## config.mk

```make
export PLATFORM = sky130hd
export DESIGN_NAME = id_settle_filter
export DESIGN_NICKNAME = d
export VERILOG_FILES = /design/src/rtl/id_filt_pkg.sv /design/src/rtl/id_sync_chain.sv /design/src/rtl/mode_request.sv /design/src/rtl/key_tracker.sv /design/src/rtl/settle_timer.sv /design/src/rtl/id_settle_filter.sv
export SDC_FILE = /design/constraint.sdc
export NUM_CORES = 1
export LEC_CHECK = 0
export ABC_AREA = 1
export CORE_MARGIN = 3
export CORE_UTILIZATION = 63
export DETAILED_ROUTE_END_ITERATION = 8
export PLACE_DENSITY = 0.93
export SYNTH_ARGS = -nofsm -noshare
export SYNTH_HDL_FRONTEND = slang
export SYNTH_SLANG_ARGS = --single-unit
```

## constraint.sdc

```tcl
create_clock -name clk -period 2.14 [get_ports clk]
set_input_delay 0.428 -clock clk [delete_from_list [all_inputs] [get_ports clk]]
set_output_delay 0.428 -clock clk [all_outputs]
set_load 0.05 [all_outputs]
```

## src/rtl/id_filt_pkg.sv

```systemverilog
package id_filt_pkg;

  typedef enum logic [1:0] {
    FRC_NONE   = 2'd0,
    FRC_HOST   = 2'd1,
    FRC_DEVICE = 2'd2
  } force_sel_t;

  typedef struct packed {
    force_sel_t frc;
    logic       host;
  } mode_key_t;

  localparam mode_key_t KEY_RESET = '{frc: FRC_NONE, host: 1'b0};

endpackage

```

## src/rtl/id_sync_chain.sv

```systemverilog
module id_sync_chain #(
  parameter int   STAGES    = 2,
  parameter logic RESET_VAL = 1'b1
) (
  input  logic clk,
  input  logic rst,
  input  logic d_in,
  output logic d_out
);
  logic [STAGES-1:0] stage_q;

  genvar gi;
  generate
    for (gi = 0; gi < STAGES; gi++) begin : g_stage
      if (gi == 0) begin : g_first
        always_ff @(posedge clk) begin
          if (rst) stage_q[0] <= RESET_VAL;
          else     stage_q[0] <= d_in;
        end
      end else begin : g_next
        always_ff @(posedge clk) begin
          if (rst) stage_q[gi] <= RESET_VAL;
          else     stage_q[gi] <= stage_q[gi-1];
        end
      end
    end
  endgenerate

  assign d_out = stage_q[STAGES-1];
endmodule

```

## src/rtl/mode_request.sv

```systemverilog
module mode_request
  import id_filt_pkg::*;
(
  input  logic      id_sync,
  input  logic      force_host,
  input  logic      force_device,
  output mode_key_t key
);
  always_comb begin
    if (force_host) begin
      key.frc  = FRC_HOST;
      key.host = 1'b1;
    end else if (force_device) begin
      key.frc  = FRC_DEVICE;
      key.host = 1'b0;
    end else begin
      key.frc  = FRC_NONE;
      key.host = ~id_sync;
    end
  end
endmodule

```

## src/rtl/key_tracker.sv

```systemverilog
module key_tracker
  import id_filt_pkg::*;
(
  input  logic      clk,
  input  logic      rst,
  input  mode_key_t key,
  output mode_key_t key_q,
  output logic      restart
);
  always_ff @(posedge clk) begin
    if (rst) key_q <= KEY_RESET;
    else     key_q <= key;
  end

  assign restart = (key != key_q);
endmodule

```

## src/rtl/settle_timer.sv

```systemverilog
module settle_timer #(
  parameter int          CNT_W         = 20,
  parameter int unsigned SETTLE_CYCLES = 300000
) (
  input  logic clk,
  input  logic rst,
  input  logic restart,
  input  logic target_host,
  output logic mode_host,
  output logic busy
);
  localparam logic [CNT_W-1:0] LAST = CNT_W'(SETTLE_CYCLES - 1);

  logic [CNT_W-1:0] cnt_q;
  logic             busy_q;
  logic             mode_q;

  always_ff @(posedge clk) begin
    if (rst) begin
      cnt_q  <= '0;
      busy_q <= 1'b0;
      mode_q <= 1'b0;
    end else if (restart) begin
      cnt_q  <= '0;
      busy_q <= 1'b1;
    end else if (busy_q) begin
      if (cnt_q == LAST) begin
        cnt_q  <= '0;
        busy_q <= 1'b0;
        mode_q <= target_host;
      end else begin
        cnt_q <= cnt_q + 1'b1;
      end
    end
  end

  assign mode_host = mode_q;
  assign busy      = busy_q;
endmodule

```

## src/rtl/id_settle_filter.sv

```systemverilog
module id_settle_filter
  import id_filt_pkg::*;
#(
  parameter bit          FILTER_EN     = 1'b1,
  parameter int          CNT_W         = 20,
  parameter int unsigned SETTLE_CYCLES = 300000
) (
  input  logic clk,
  input  logic rst,
  input  logic id_raw,
  input  logic force_host,
  input  logic force_device,
  output logic mode_host,
  output logic busy
);
  logic      id_sync;
  mode_key_t cand_key;
  logic      win_restart;

  id_sync_chain #(.STAGES(2), .RESET_VAL(1'b1)) u_sync (
    .clk   (clk),
    .rst   (rst),
    .d_in  (id_raw),
    .d_out (id_sync)
  );

  mode_request u_req (
    .id_sync      (id_sync),
    .force_host   (force_host),
    .force_device (force_device),
    .key          (cand_key)
  );

  generate
    if (FILTER_EN) begin : g_filter
      mode_key_t key_q;

      key_tracker u_track (
        .clk     (clk),
        .rst     (rst),
        .key     (cand_key),
        .key_q   (key_q),
        .restart (win_restart)
      );

      settle_timer #(.CNT_W(CNT_W), .SETTLE_CYCLES(SETTLE_CYCLES)) u_timer (
        .clk         (clk),
        .rst         (rst),
        .restart     (win_restart),
        .target_host (key_q.host),
        .mode_host   (mode_host),
        .busy        (busy)
      );
    end else begin : g_bypass
      logic mode_q;
      always_ff @(posedge clk) begin
        if (rst) mode_q <= 1'b0;
        else     mode_q <= cand_key.host;
      end
      assign mode_host   = mode_q;
      assign busy        = 1'b0;
      assign win_restart = 1'b0;
    end
  endgenerate
endmodule

```

==> impl_metrics.toml, run 1 <==
[synthesis]
synth_edf_count = 0
async_flop_share = 0
syn_area_um2 = 1460
synth_top_family_by_area = "simple AND/OR/NAND/NOR gates"
synth_top_area_frac = 0.370
syn_inst = 219
ys.flop_type = "dfxtp_1"
synth-seq-cells = 27
yosys-top-cells-area = "dfxtp_1, nand2_1, nor2_1, inv_1, nand3_1"
ys_types = 25
muxShareOfSynthArea = 0
synth-adder-area-share = 0.00855
synth-compound-area-share = 0.0325
synthXorXnorAreaFrac = 0.0719
yosys_warnings = 0
syn_area_per_cell_um2 = 6.68
synth_nets = 225
yosys.area.top_type = "dfxtp_1"
yosysSeqAreaShare = 0.370
synth-simple-area-share = 0.429

[worst_setup_path]
required_ns = 1.71
r2r_slack_ns = 0.49
cp_cell_sequence = "clkdlybuf4s50_1"
cp-start-kind = "flip-flop"
cp_top_family = "buffers and inverters"
crit_slowest_cell = "clkdlybuf4s50_1"
cpPeakStageDelay_ns = 0.80
reg2reg_depth = 9
cp_max_fo = 2
crit_arrival_ns = 1.48
r2r-end = "g_filter.u_timer.cnt_q[16]"
path_class = "reg2out"
end_kind = "output port"
worstReg2RegStart = "g_filter.u_timer.cnt_q[0]"
path_buf_inv = 1

[min_path]
hold_depth = 1
hold_start = "u_sync.stage_q[0]"
min_path_type = "reg2reg"
whs_endpoint = "u_sync.d_out"

[timing]
finalHoldViolations = 0
slew_headroom = 0.669
fin_crit_sh = 0.894
skew_ns = 0.00262
final.min_clock_period_ns = 1.91
fmax_ghz = 0.523
worst_slack_ns = 0.228
slew_viol_final = 0
finalSetupViolCount = 0
worst_pin_slew_ns = 0.495
tns_ns = 0
rsz0062_at_grt = "false"

[detailed_routing]
wl_per_cell_um = 12.9
drcViolationCount = 0
ant_nets = 0
vias = 1423
via_per_inst = 5.58
drtIter0Drc = 90
totalWireLength_um = 3290
drt_pass1_iterations = 4

[placement]
dp.cells = 251
place_ws_ns = 0.202
place.port_buffers = 6
place_hpwl_um = 2490
gp_congestion = 0.912

[power]
clockPowerShare = 0.272
switching_share = 0.250
max-vdd-ir-drop_uv = 392
combPwrFrac = 0.094
p_int_uw = 609
switching_power_uw = 203
powerDensity_nw_per_um2 = 510
seqPwrFrac = 0.634
p_leak_nw = 0.625

[clock_network]
htreeDepth = 1
cts_setup_buffers = 0
cts_made_buffers = 3
cts_tree = "yes"
clk_latency_ns = 0.32
hold_buffers = 0
clk_pin_slew_ns = 0.14
clock-root-buffer = "clkbuf_4"
cts_buffer_depth = 2
cts.repair.resized = 0
clock_sinks = 27

[floorplan]
die_w_um = 54.2
ioPinCount = 7
start_util = 0.703
die-area_um2 = 2940
core_area_um2 = 2080
die_h_um = 54.2
num_rows = 16

[cells_and_area]
area_growth_pct = 8.81
multi_input_area_um2 = 793
fin_nets = 235
area.sequential_um2 = 541
stdcell_count = 255
layout-drive-gt1-share = 0.0965
fillers = 170
insertedDiodeCount = 0

[grt]
grt-ovfl-total = 0
grt_pass1_vias = 1342
grt_pass1_wl_um = 5570
grt_max_degree = 23
antenna_found_initial = 0
grtUsageTotal = 0.254

[run]
maxCapViolCount = 0

[run_status]
status = "complete, no violations"
[placed cells by master, fill, tap and decap left out, types with 2 or more instances in the layout]
cell type        count
a21oi_1              6
clkbuf_4             3
clkdlybuf4s50_1      5
dfxtp_1             27
inv_1               29
inv_2                3
nand2_1             48
nand2_2              3
nand3_1             21
nand3b_1             2
nand4_1              6
nor2_1              40
nor2_2               5
nor3_1               5
or2_2                2
xor2_1              11
[Yosys cell counts (2+ instances only)]
cell      number
a21oi_1        6
dfxtp_1       27
inv_1         29
inv_2          3
nand2_1       48
nand2_2        3
nand3_1       21
nand3b_1       2
nand4_1        6
nor2_1        40
nor2_2         5
nor3_1         5
or2_2          2
xor2_1        11
[sequential cells by signal, summed over array words and instances, names as in the netlist]
| register | cells |
|---|---|
| g_filter.u_timer.mode_host | 1 |
| g_filter.u_timer.busy | 1 |
| g_filter.u_track.key_q | 3 |
| g_filter.u_timer.cnt_q | 20 |
| u_sync.stage_q | 1 |
| u_sync.d_out | 1 |
[power groups by stage]
stage	logic (mW)	registers [mW]	clock network [mW]
after floorplan	0.0400	0.530	0
after global placement	0.0712	0.525	0
after detailed placement	0.0754	0.526	0
after CTS	0.0756	0.515	0.220
after global routing	0.0824	0.516	0.244
final	0.0763	0.515	0.221
[metrics by stage]
step                      instance area [µm²]  hold WS (ns)   util  power [mW]
final                                    1590         0.440  0.764       0.812
after global routing                     1590         0.461  0.764       0.843
after CTS                                1590         0.442  0.764       0.810
after detailed placement                 1570         0.408  0.752       0.601
after global placement                   1570         0.392  0.752       0.597
after floorplan                          1460         0.389      -       0.570
[cell type report]
type | count | area share
Clock buffer | 4 | 0.0165
Inverter | 32 | 0.0755
Multi-Input combinational cell | 158 | 0.498
Sequential cell | 27 | 0.340
Tap cell | 27 | 0.0212
Timing Repair Buffer | 7 | 0.0487
[worst max path at each step]
stage	endpoint	cells past startpoint	from	slack (ns)
floorplan	g_filter.u_timer.cnt_q[9]	5	g_filter.u_timer.busy	0.69
global placement	g_filter.u_timer.cnt_q[19]	10	force_host	0.35
detailed placement	g_filter.u_timer.cnt_q[16]	10	force_host	0.20
CTS	mode_host	1	g_filter.u_timer.mode_host	0.23
global route	mode_host	1	g_filter.u_timer.mode_host	0.20
finish	mode_host	1	g_filter.u_timer.mode_host	0.23
[cell families (layout without fill, tap and decap cells)]
kind of cell / after synthesis / after routing
AO/OA/AOI/OAI: 9 / 9
XOR/XNOR: 12 / 12
adder cells (fa/ha/maj): 1 / 1
buffers and inverters: 34 / 43
flip-flops: 27 / 27
AND/OR/NAND/NOR: 136 / 136
[routing by layer]
layer	routed length, µm	vias to the layer above	track usage	part of all wire
li1	-	702	-	-
met2	1610	60	0.442	0.49
met3	186	7	0.0416	0.057
met5	0	-	0	0
met1	1450	654	0.314	0.44
met4	48	0	0.0871	0.015
Power figures use the tool's default switching activity.
==> run 2, diff against run 1 <==
--- a/config.mk
+++ b/config.mk
@@ -10,6 +10,9 @@
 export CORE_UTILIZATION = 63
 export DETAILED_ROUTE_END_ITERATION = 8
 export PLACE_DENSITY = 0.93
+export SKIP_CTS_REPAIR_TIMING = 1
 export SYNTH_ARGS = -nofsm -noshare
 export SYNTH_HDL_FRONTEND = slang
+export SYNTH_HIERARCHICAL = 1
 export SYNTH_SLANG_ARGS = --single-unit
+export TNS_END_PERCENT = 50
==> run 2 against run 1 <==
  * Largest power group unchanged
  * Wire length down 9.1%
  * First-iteration DRC count down 64%
  * Global-route usage down 1.9 points
  * Flip-flop and latch count unchanged
  * Critical path depth unchanged
  * Cell area up 1.9%
  * Sequential power about the same
  * Highest routed layer unchanged
  * Critical path type unchanged
  * Via count down 3.7%
  * Register-to-register slack better by 0.13 ns
  * Fmax down 1.1%
==> impl_metrics.toml, run 2 <==
[run_status]
status = "complete, no violations"

[grt]
grtUsageTotal = 0.235
grt_max_degree = 16
grt-ovfl-total = 0
antenna_found_initial = 0
grt_pass1_wl_um = 5130
grt_pass1_vias = 1206

[clock_network]
clk_latency_ns = 0.34
clock_sinks = 27
cts_buffer_depth = 2
cts_tree = "yes"
clock-root-buffer = "clkbuf_4"
htreeDepth = 1
cts_made_buffers = 3
clk_pin_slew_ns = 0.15

[synthesis]
ys_types = 24
synth_most_common_cell = "nand2_1"
async_flop_share = 0
synth_nets = 232
syn_area_per_cell_um2 = 6.71
syn_area_um2 = 1520
synth_edf_count = 0
synth_top_area_frac = 0.356
yosysSeqAreaShare = 0.356
synth-seq-cells = 27
yosys.area.top_type = "dfxtp_1"
yosys-top-cells-area = "dfxtp_1, nand2_1, inv_1, nor2_1, nand3_1"
ys.flop_type = "dfxtp_1"
synth-compound-area-share = 0.0454
synth-simple-area-share = 0.436
synth_top_family_by_area = "simple AND/OR/NAND/NOR gates"
synthXorXnorAreaFrac = 0.0462
syn_inst = 226
synth-adder-area-share = 0.00825
yosys_warnings = 6
synth_commonest_cells = "nand2_1, inv_1, nor2_1, dfxtp_1, nand3_1"
muxShareOfSynthArea = 0

[worst_setup_path]
cp-start-kind = "flip-flop"
cpPeakStageDelay_ns = 0.81
path_class = "reg2out"
startpoint = "g_filter.u_timer/mode_host"
cp_top_family = "buffers and inverters"
end_kind = "output port"
r2r_slack_ns = 0.62
r2r-end = "g_filter.u_timer/cnt_q[9]"
path_buf_inv = 1
cp_max_fo = 2
required_ns = 1.71
crit_arrival_ns = 1.51
reg2reg_depth = 6
cp_cell_sequence = "clkdlybuf4s50_1"
worstReg2RegStart = "g_filter.u_timer/cnt_q[0]"
crit_slowest_cell = "clkdlybuf4s50_1"

[timing]
rsz0062_at_grt = "false"
finalSetupViolCount = 0
final.min_clock_period_ns = 1.93
skew_ns = 0.0118
fin_crit_sh = 0.903
finalHoldViolations = 0
worst_slack_ns = 0.207
slew_headroom = 0.665
worst_pin_slew_ns = 0.502
slew_viol_final = 0
tns_ns = 0
fmax_ghz = 0.517

[run]
maxCapViolCount = 0

[min_path]
hold_start = "u_sync/stage_q[0]"
whs_endpoint = "u_sync/d_out"
min_path_type = "reg2reg"
hold_depth = 2

[cells_and_area]
largest_reg_flops = 20
regMostFlops = "g_filter.u_timer/cnt_q"
layout-drive-gt1-share = 0.132
insertedDiodeCount = 0
mostFrequentLayoutCell = "nand2_1"
area_growth_pct = 6.93
layout_common_cells = "nand2_1, inv_1, nor2_1"
fin_nets = 241
multi_input_area_um2 = 812
fillers = 191
area.sequential_um2 = 541
top_regs = "g_filter.u_timer/cnt_q x20, g_filter.u_track/key_q x3"

[floorplan]
die_w_um = 55.1
die-area_um2 = 3030
num_rows = 17
core_area_um2 = 2250
die_h_um = 55.1
ioPinCount = 7
start_util = 0.673

[detailed_routing]
drtIter0Drc = 32
via_per_inst = 5.23
drcViolationCount = 0
ant_nets = 0
wl_per_cell_um = 11.4
totalWireLength_um = 2990
vias = 1370
drt_pass1_iterations = 4

[placement]
gp_congestion = 0.906
place_hpwl_um = 2350
place.port_buffers = 6
place_ws_ns = 0.129

[power]
p_leak_nw = 0.611
max-vdd-ir-drop_uv = 411
powerDensity_nw_per_um2 = 494
==> run 2: per-stage QoR <==
stage	area (µm²)	std cells	util	total power, mW	hold WS (ns)
after floorplan	1520	226	-	0.565	0.387
after global placement	1590	258	0.707	0.582	0.392
after detailed placement	1590	258	0.707	0.584	0.406
after CTS	1620	262	0.719	0.810	0.439
after global routing	1620	262	0.719	0.834	0.454
final	1620	262	0.719	0.801	0.436
==> run 2: worst max path at each step <==
stage | endpoint | slack (ns) | cells past startpoint
6_report | mode_host | 0.21 | 1
3_5_place_dp | g_filter.u_timer/cnt_q[7] | 0.13 | 9
4_1_cts | mode_host | 0.20 | 1
5_1_grt | mode_host | 0.14 | 1
2_1_floorplan | g_filter.u_timer/cnt_q[17] | 0.56 | 8
3_3_place_gp | g_filter.u_timer/cnt_q[7] | 0.21 | 9
==> run 2: layout make-up <==
cell class | instances | area share
multi-input combinational | 159 | 0.501
sequential | 27 | 0.333
inverter | 37 | 0.0872
timing repair buffer | 7 | 0.0401
tap | 28 | 0.0216
clock buffer | 3 | 0.0139
clock inverter | 1 | 0.00309
==> run 2: layer usage <==
metal | track usage | up-vias | part of all wire
met5 | 0 | - | 0
met4 | 0.0972 | 0 | 0.018
met3 | 0.0241 | 5 | 0.047
met2 | 0.400 | 35 | 0.47
met1 | 0.301 | 611 | 0.46
li1 | - | 719 | -
==> run 2: logic make-up after synthesis <==
kind of cell / after synthesis
AND/OR/NAND/NOR: 137
buffers and inverters: 40
flip-flops: 27
AO/OA/AOI/OAI: 13
XOR/XNOR: 8
adder cells (fa/ha/maj): 1
==> run 2: report_power, final <==
group | internal [mW] | total, mW | switching [mW]
Combinational | 0.0207 | 0.0551 | 0.0344
Clock | 0.0704 | 0.229 | 0.158
Sequential | 0.510 | 0.518 | 0.00809
Total | 0.601 | 0.801 | 0.201
==> run 3, diff against run 2 <==
--- a/config.mk
+++ b/config.mk
@@ -6,7 +6,6 @@
 export NUM_CORES = 1
 export LEC_CHECK = 0
 export ABC_AREA = 1
-export CORE_MARGIN = 3
 export CORE_UTILIZATION = 63
 export DETAILED_ROUTE_END_ITERATION = 8
 export PLACE_DENSITY = 0.93
==> run 3 against run 2 <==
  * Global-route usage increased by 2.2 points
  * Final cell count did not move
  * Clock power about the same
  * Register-to-register slack got worse by 0.06 ns
  * Largest power group unchanged
  * First-iteration DRC count is 16% higher
==> impl_metrics.toml, run 3 (synthesized netlist as in run 2, its figures left out) <==
[run_status]
status = "complete, no violations"

[worst_setup_path]
path_buf_inv = 1
cp_max_fo = 2
crit_slowest_cell = "clkdlybuf4s50_1"
cp_top_family = "buffers and inverters"
cp_num_cells = 1
cp-start-kind = "flip-flop"
end_kind = "output port"
crit_arrival_ns = 1.49
cpPeakStageDelay_ns = 0.80
path_class = "reg2out"
reg2reg_depth = 7
required_ns = 1.71
cp_cell_sequence = "clkdlybuf4s50_1"

[run]
maxCapViolCount = 0

[power]
switching_power_uw = 198
p_int_uw = 602
switching_share = 0.247
clockPowerShare = 0.282
seqPwrFrac = 0.648
combPwrFrac = 0.070
p_leak_nw = 0.607
powerDensity_nw_per_um2 = 492
max-vdd-ir-drop_uv = 442

[grt]
grt_pass1_vias = 1175
antenna_found_initial = 0
use_met2 = 0.450
gr-usage-met1 = 0.310
grt_pass1_wl_um = 4980
grt-ovfl-total = 0
grt_max_degree = 17
grtUsageMet3 = 0.0268
grtUsageTotal = 0.257
grt-busiest-layer = "met2"

[timing]
tns_ns = 0
slew_viol_final = 0
finalHoldViolations = 0
worst_pin_slew_ns = 0.490
final.min_clock_period_ns = 1.92
slew_headroom = 0.672
worst_slack_ns = 0.220
fin_crit_sh = 0.897
rsz0062_at_grt = "false"
finalSetupViolCount = 0
fmax_ghz = 0.521
skew_ns = 0.00874

[cells_and_area]
fillers = 183
fin_util = 0.727
area_growth_pct = 7.10
postLayoutCellArea_um2 = 1620
regMostFlops = "g_filter.u_timer/cnt_q"
layout_common_cells = "nand2_1, inv_1, nor2_1"
mostFrequentLayoutCell = "nand2_1"
largest_reg_flops = 20
top_regs = "g_filter.u_timer/cnt_q x20, g_filter.u_track/key_q x3"
fin_nets = 241
insertedDiodeCount = 0
layout-drive-gt1-share = 0.132
stdcell_count = 262

[placement]
place.port_buffers = 6
dp.cells = 258
gp_congestion = 0.865
place_ws_ns = 0.0983
placed_cell_area_um2 = 1590
place_hpwl_um = 2340

[clock_network]
cts_made_buffers = 3
clock_sinks = 27
cts_tree = "yes"
clk_pin_slew_ns = 0.15
clk_latency_ns = 0.33
htreeDepth = 1
clock-root-buffer = "clkbuf_4"
cts_buffer_depth = 2

[detailed_routing]
vias = 1376
wl_per_cell_um = 11.6
totalWireLength_um = 3030
drtIter0Drc = 37
via_per_inst = 5.25
ant_nets = 0
drcViolationCount = 0
drt_pass1_iterations = 4

[floorplan]
core_area_um2 = 2230
ioPinCount = 7
die-area_um2 = 2610
start_util = 0.679
die_h_um = 51.1
die_w_um = 51.1
num_rows = 17

[min_path]
min_path_type = "reg2reg"
hold_depth = 2
run 3: cell count changes in the layout (fill, tap and decap cells not counted), sizes merged:
| cell | before | now |
|---|---|---|
| clkinv | 1 | 0 |
| clkinvlp | 0 | 1 |
run 3: power groups by stage:
stage / registers, mW / logic, mW / clock network [mW]
2_1_floorplan: 0.529 / 0.0362 / 0
3_3_place_gp: 0.528 / 0.0538 / 0
3_5_place_dp: 0.529 / 0.0551 / 0
4_1_cts: 0.518 / 0.0555 / 0.237
5_1_grt: 0.519 / 0.0601 / 0.252
6_report: 0.518 / 0.0560 / 0.226
run 3: path summary, 6_finish.rpt:
| path | startpoint | end | slack [ns] |
|---|---|---|---|
| max | g_filter.u_timer/mode_host | mode_host | 0.22 |
| min | u_sync/stage_q[0] | u_sync/d_out | 0.43 |
| max reg2reg | g_filter.u_timer/busy | g_filter.u_timer/cnt_q[18] | 0.56 |
| min reg2reg | u_sync/stage_q[0] | u_sync/d_out | 0.43 |
run 3: through the flow:
step / power, mW / hold slack (ns)
final: 0.800 / 0.430
after global routing: 0.832 / 0.447
after CTS: 0.810 / 0.434
after detailed placement: 0.584 / 0.404
after global placement: 0.582 / 0.393
after floorplan: 0.565 / 0.387
run 3: metal layers:
| metal | vias up | wire [µm] |
|---|---|---|
| li1 | 719 | - |
| met1 | 625 | 1410 |
| met2 | 28 | 1490 |
| met3 | 4 | 93 |
| met4 | 0 | 32 |
| met5 | - | 0 |
run 3: final cells by class:
cell class,count,area (µm²),share of cell area
Tap cell,28,35.0,0.0216
Inverter,37,141,0.0871
Sequential cell,27,541,0.333
Multi-Input combinational cell,159,812,0.500
Clock buffer,3,22.5,0.0139
Clock inverter,1,7.51,0.00462
Timing Repair Buffer,7,65.1,0.0401
